[config.mk]
export PLATFORM = sky130hd
export DESIGN_NAME = traffic_phase_ctrl
export DESIGN_NICKNAME = d
export VERILOG_FILES = /design/src/rtl/tl_pkg.sv /design/src/rtl/tl_phase_timer.sv /design/src/rtl/tl_phase_seq.sv /design/src/rtl/tl_lamp_decode.sv /design/src/rtl/traffic_phase_ctrl.sv
export SDC_FILE = /design/constraint.sdc
export NUM_CORES = 1
export LEC_CHECK = 0
export ABC_AREA = 1
export BUFFER_PORTS_ARGS = -buffer_cell sky130_fd_sc_hd__buf_2
export CORE_AREA = 3 3 40 42
export DETAILED_ROUTE_END_ITERATION = 16
export DIE_AREA = 0 0 43 45
export HOLD_SLACK_MARGIN = 0.02
export PLACE_DENSITY = 0.69
export SYNTH_ARGS = -nofsm -noshare
export SYNTH_HDL_FRONTEND = slang
export SYNTH_HIERARCHICAL = 1
export SYNTH_SLANG_ARGS = --single-unit
[constraint.sdc]
create_clock -name clk -period 4 [get_ports clk]
set_input_delay 0.4 -clock clk [delete_from_list [all_inputs] [get_ports clk]]
set_output_delay 0.4 -clock clk [all_outputs]
set_load 0.05 [all_outputs]
[src/rtl/tl_pkg.sv]
package tl_pkg;

    // Three bits leave room for unused codes, which the sequencer recovers from.
    typedef enum logic [2:0] {
        PH_NS_GO   = 3'd0,
        PH_NS_WARN = 3'd1,
        PH_EW_GO   = 3'd2,
        PH_EW_WARN = 3'd3
    } phase_e;

    typedef struct packed {
        phase_e phase;
    } seq_regs_t;

    typedef struct packed {
        logic go;
        logic warn;
        logic stop;
    } lamp_t;

    localparam int AXES    = 2;
    localparam int AXIS_NS = 0;
    localparam int AXIS_EW = 1;

    function automatic phase_e go_phase_of(input int axis);
        return (axis == AXIS_NS) ? PH_NS_GO : PH_EW_GO;
    endfunction

    function automatic phase_e warn_phase_of(input int axis);
        return (axis == AXIS_NS) ? PH_NS_WARN : PH_EW_WARN;
    endfunction

endpackage

[src/rtl/tl_phase_timer.sv]
module tl_phase_timer #(
    parameter int LONG_TICKS  = 45,
    parameter int SHORT_TICKS = 15
) (
    input  logic clk,
    input  logic rst,
    input  logic tick_en,
    input  logic restart,
    output logic long_alarm,
    output logic short_alarm
);
    localparam int MAX_TICKS = (LONG_TICKS > SHORT_TICKS) ? LONG_TICKS : SHORT_TICKS;
    localparam int CW        = $clog2(MAX_TICKS + 1);
    localparam logic [CW-1:0] LONG_LAST  = CW'(LONG_TICKS - 1);
    localparam logic [CW-1:0] SHORT_LAST = CW'(SHORT_TICKS - 1);
    localparam logic [CW-1:0] CNT_SAT    = CW'(MAX_TICKS);

    typedef struct packed {
        logic [CW-1:0] cnt;
    } tmr_regs_t;

    tmr_regs_t r_d, r_q;

    always_comb begin
        r_d = r_q;
        if (restart) begin
            r_d.cnt = '0;
        end else if (tick_en && (r_q.cnt != CNT_SAT)) begin
            r_d.cnt = r_q.cnt + 1'b1;
        end
    end

    always_ff @(posedge clk) begin
        if (rst) begin
            r_q <= '0;
        end else begin
            r_q <= r_d;
        end
    end

    // An alarm marks the tick that completes the interval.
    assign long_alarm  = tick_en && (r_q.cnt >= LONG_LAST);
    assign short_alarm = tick_en && (r_q.cnt >= SHORT_LAST);

endmodule

[src/rtl/tl_phase_seq.sv]
module tl_phase_seq
    import tl_pkg::*;
(
    input  logic   clk,
    input  logic   rst,
    input  logic   long_alarm,
    input  logic   short_alarm,
    output phase_e phase,
    output logic   advance
);
    seq_regs_t r_d, r_q;

    always_comb begin
        r_d     = r_q;
        advance = 1'b0;
        unique case (r_q.phase)
            PH_NS_GO: begin
                advance = long_alarm;
                if (long_alarm) r_d.phase = PH_NS_WARN;
            end
            PH_NS_WARN: begin
                advance = short_alarm;
                if (short_alarm) r_d.phase = PH_EW_GO;
            end
            PH_EW_GO: begin
                advance = long_alarm;
                if (long_alarm) r_d.phase = PH_EW_WARN;
            end
            PH_EW_WARN: begin
                advance = short_alarm;
                if (short_alarm) r_d.phase = PH_NS_GO;
            end
            default: begin
                advance   = 1'b1;
                r_d.phase = PH_NS_GO;
            end
        endcase
    end

    always_ff @(posedge clk) begin
        if (rst) begin
            r_q.phase <= PH_NS_GO;
        end else begin
            r_q <= r_d;
        end
    end

    assign phase = r_q.phase;

endmodule

[src/rtl/tl_lamp_decode.sv]
module tl_lamp_decode
    import tl_pkg::*;
(
    input  phase_e                phase,
    input  logic                  advance,
    output lamp_t [AXES-1:0]      lamps,
    output logic                  timer_restart
);
    for (genvar ax = 0; ax < AXES; ax++) begin : g_axis
        always_comb begin
            lamps[ax].go   = (phase == go_phase_of(ax));
            lamps[ax].warn = (phase == warn_phase_of(ax));
            lamps[ax].stop = !(lamps[ax].go || lamps[ax].warn);
        end
    end

    // Clear the timer on the edge that enters the next phase.
    assign timer_restart = advance;

endmodule

[src/rtl/traffic_phase_ctrl.sv]
module traffic_phase_ctrl #(
    parameter int GREEN_TICKS  = 45,
    parameter int YELLOW_TICKS = 15
) (
    input  logic clk,
    input  logic rst,
    input  logic tick_en,
    output logic ns_go,
    output logic ns_warn,
    output logic ns_stop,
    output logic ew_go,
    output logic ew_warn,
    output logic ew_stop
);
    import tl_pkg::*;

    logic                 long_alarm;
    logic                 short_alarm;
    logic                 advance;
    logic                 timer_restart;
    phase_e               phase;
    lamp_t [AXES-1:0]     lamps;

    tl_phase_timer #(
        .LONG_TICKS  (GREEN_TICKS),
        .SHORT_TICKS (YELLOW_TICKS)
    ) timer_i (
        .clk         (clk),
        .rst         (rst),
        .tick_en     (tick_en),
        .restart     (timer_restart),
        .long_alarm  (long_alarm),
        .short_alarm (short_alarm)
    );

    tl_phase_seq seq_i (
        .clk         (clk),
        .rst         (rst),
        .long_alarm  (long_alarm),
        .short_alarm (short_alarm),
        .phase       (phase),
        .advance     (advance)
    );

    tl_lamp_decode dec_i (
        .phase         (phase),
        .advance       (advance),
        .lamps         (lamps),
        .timer_restart (timer_restart)
    );

    assign ns_go   = lamps[AXIS_NS].go;
    assign ns_warn = lamps[AXIS_NS].warn;
    assign ns_stop = lamps[AXIS_NS].stop;
    assign ew_go   = lamps[AXIS_EW].go;
    assign ew_warn = lamps[AXIS_EW].warn;
    assign ew_stop = lamps[AXIS_EW].stop;

endmodule

==> flow_metrics.env <==
export IMPL_status="finished clean"
export IMPL_grt_overflow=0
export IMPL_clock_skew_ns=0.001477
export IMPL_critical_path_cell_chain="inv_1 > ha_1 > inv_1 > nand2_2 > o21ai_0 > o21ai_0 > nor2_1 > inv_1 > nor3_1"
export IMPL_dpl_hpwl_um=970.4
export IMPL_rows=13
export IMPL_fin_nets=122
export IMPL_final_hold_viol_count=0
export IMPL_cellPowerDensity_nw_per_um2=471.3
export IMPL_n_fill_cell=135
export IMPL_dieWidth_um=43
export IMPL_drc_errors=0
export IMPL_rr_startpoint="seq_i/phase[1]"
export IMPL_area_growth_pct=10.31
export IMPL_period_needed_ns=1.657
export IMPL_h_tree_depth=1
export IMPL_drive_gt1_share_pct=20.00
export IMPL_postSynthAreaPerCell_sq_um=6.367
export IMPL_cts_buffer_depth=2
export IMPL_grt_pass1_wl_um=2028
export IMPL_synth_top_area_cell="dfxtp_1"
export IMPL_drv_cap=0
export IMPL_yosysTopAreaCellShare_pct=24.90
export IMPL_rr_endpoint="timer_i/r_q[5]"
export IMPL_synth_edf_count=0
export IMPL_ir_drop_mv=0.2832
export IMPL_core_sq_um=1285
export IMPL_clk_latency_ns=0.26
export IMPL_crit_top_cell="inv_1"
export IMPL_syn_area_sq_um=643.1
export IMPL_diodes=0
export IMPL_pre_cts_ws_ns=2.351
export IMPL_multi_input_area_sq_um=389.1
export IMPL_path_class="register to register"
export IMPL_cts_sinks=8
export IMPL_initial_core_util_pct=50.05
export IMPL_cts_hold_buf=0
export IMPL_port_buffer_count=8
export IMPL_placed_cells=122
export IMPL_startpoint_type="register"
export IMPL_synthArstFlopShare_pct=0
export IMPL_gp_congestion=0.8404
export IMPL_layout_cells_non_filler=125
export IMPL_rsz0062_at_grt="false"
export IMPL_die_h_um=45
export IMPL_cp_max_fo=6
export IMPL_synth_nets=111
export IMPL_arrival_ns=1.84
export IMPL_setup_slack_ns=2.343
export IMPL_clock_fmax_mhz=603.7
export IMPL_cp_end_kind="register"
export IMPL_cts_tree="done"
export IMPL_yosysMostFrequentCell="inv_1"
export IMPL_worstPathRequired_ns=4.19
export IMPL_endpoint="timer_i/r_q[5]"
export IMPL_seqCellArea_sq_um=160.2
export IMPL_post_cts_buffers=0
export IMPL_design_area_sq_um=709.4
export IMPL_ios=9
export IMPL_antenna_found_initial=0
export IMPL_wl_per_cell_um=10.01
export IMPL_first_pass_iters=4
export IMPL_crit_path_top_delay_cell="dfxtp_1"
export IMPL_path_depth=9
export IMPL_synth_yosys_seq_area_share_pct=24.90
export IMPL_p_leak_nw=0.3167
export IMPL_yosysWarnings=6
export IMPL_crit_start="seq_i/phase[1]"
export IMPL_ys_ff_latch=8
export IMPL_syn_inst=101
export IMPL_path_buf_inv=3
export IMPL_grt_usage_pct=14.77
export IMPL_placed_area_sq_um=686.9
export IMPL_drt_iter0_drc=17
export IMPL_setup_viol=0
export IMPL_ant_nets=0
export IMPL_setup_tns_ns=0
export IMPL_cts_root_buf="clkbuf_4"
export IMPL_critPathTopFamily="simple AND/OR/NAND/NOR gates"
export IMPL_synth_common_cells="inv_1, nand2_1, nor2_1"
export IMPL_vias=596
export IMPL_synth_cell_types=20
export IMPL_synth_ff_type="dfxtp_1"
export IMPL_power_uw=334.4
export IMPL_grt_pass1_vias=518
export IMPL_totalWireLength_um=1251
export IMPL_avgViaCountPerCell=4.768
export IMPL_min_period_over_period_pct=41.41
export IMPL_hp_class="input pin to register"
export IMPL_reg2reg_slack_ns=2.34
export IMPL_slew_viol_final=0
export IMPL_synth_area_leaders="dfxtp_1, ha_1, inv_1"
export IMPL_ff2ff_path_depth=9
export IMPL_cts_clk_slew_worst_paths_ns=0.06
export IMPL_die_area_sq_um=1935
export IMPL_whs_path_depth=4
export IMPL_cts_buffers=3
export IMPL_max_stage_delay_ns=0.42
export IMPL_grt_max_degree=8
export IMPL_postCtsResizedCells=0
==> worst min-delay path by stage <==
stage	from	end	slack, ns
finish	rst	seq_i/phase[1]	0.40
global route	rst	seq_i/phase[1]	0.42
CTS	rst	seq_i/phase[0]	0.39
detailed placement	timer_i/r_q[5]	timer_i/r_q[5]	0.54
global placement	timer_i/r_q[5]	timer_i/r_q[5]	0.53
floorplan	timer_i/r_q[5]	timer_i/r_q[5]	0.50
==> power by group <==
part / leakage, nW / switching (mW) / internal [mW] / total [mW]
Combinational: 0.238 / 0.105 / 0.0505 / 0.156
Sequential: 0.0651 / 0.0208 / 0.0925 / 0.113
Clock: 0.0138 / 0.0310 / 0.0346 / 0.0656
Total: 0.317 / 0.157 / 0.178 / 0.334
==> worst register-to-register path, delay by kind of cell, from the launching register on <==
kind | cells | cell delay, ns
simple gates | 3 | 0.47
fa+ha+maj | 1 | 0.19
buf+inv | 3 | 0.28
flops | 1 | 0.42
compound gates | 2 | 0.22
==> layer usage <==
metal  part of all wire, %  up-vias  GRT usage (%)
met2                    47        8          24.55
met4                   2.3        0          11.45
met3                   3.1        4          6.773
met1                    48      260          14.32
li1                      -      324              -
met5                     0        -              0
==> stage by stage <==
stage	utilization (%)	hold slack, ns
2_1_floorplan	-	0.5007
3_3_place_gp	53.46	0.5315
3_5_place_dp	53.46	0.5372
4_1_cts	55.21	0.3910
5_1_grt	55.21	0.4157
6_report	55.21	0.3952
==> flip-flops by register name (all words and copies together), names as in the netlist <==
name	count
seq_i/phase	2
timer_i/r_q	6
==> cell usage in the layout (no fill, tap or decap), types with 3 or more instances in the layout <==
| master | count |
|---|---|
| nand3_1 | 6 |
| a21oi_1 | 5 |
| inv_2 | 3 |
| o21ai_0 | 4 |
| clkbuf_4 | 3 |
| dfxtp_1 | 8 |
| nand2_1 | 17 |
| ha_1 | 7 |
| inv_1 | 18 |
| nand2_2 | 3 |
| buf_2 | 8 |
| nor2_1 | 17 |
==> cells by family (layout without fill, tap and decap cells) <==
| logic type | count (synthesis) | after routing | share of synthesized area, % |
|---|---|---|---|
| AOI/OAI and AO/OA | 12 | 12 | 11.09 |
| DFF | 8 | 8 | 24.90 |
| buffers and inverters | 23 | 32 | 14.59 |
| adders and majority gates | 7 | 7 | 13.62 |
| other | 1 | 1 | 0.5831 |
| and+or+nand+nor | 50 | 50 | 35.21 |
==> cell type report <==
cell class                 count  area share [%]
multi-input combinational     70           54.85
tap                           15           2.646
inverter                      21           11.11
timing repair buffer           8           5.644
clock buffer                   3           3.175
sequential                     8           22.58
(Power assumes the default switching activity.)
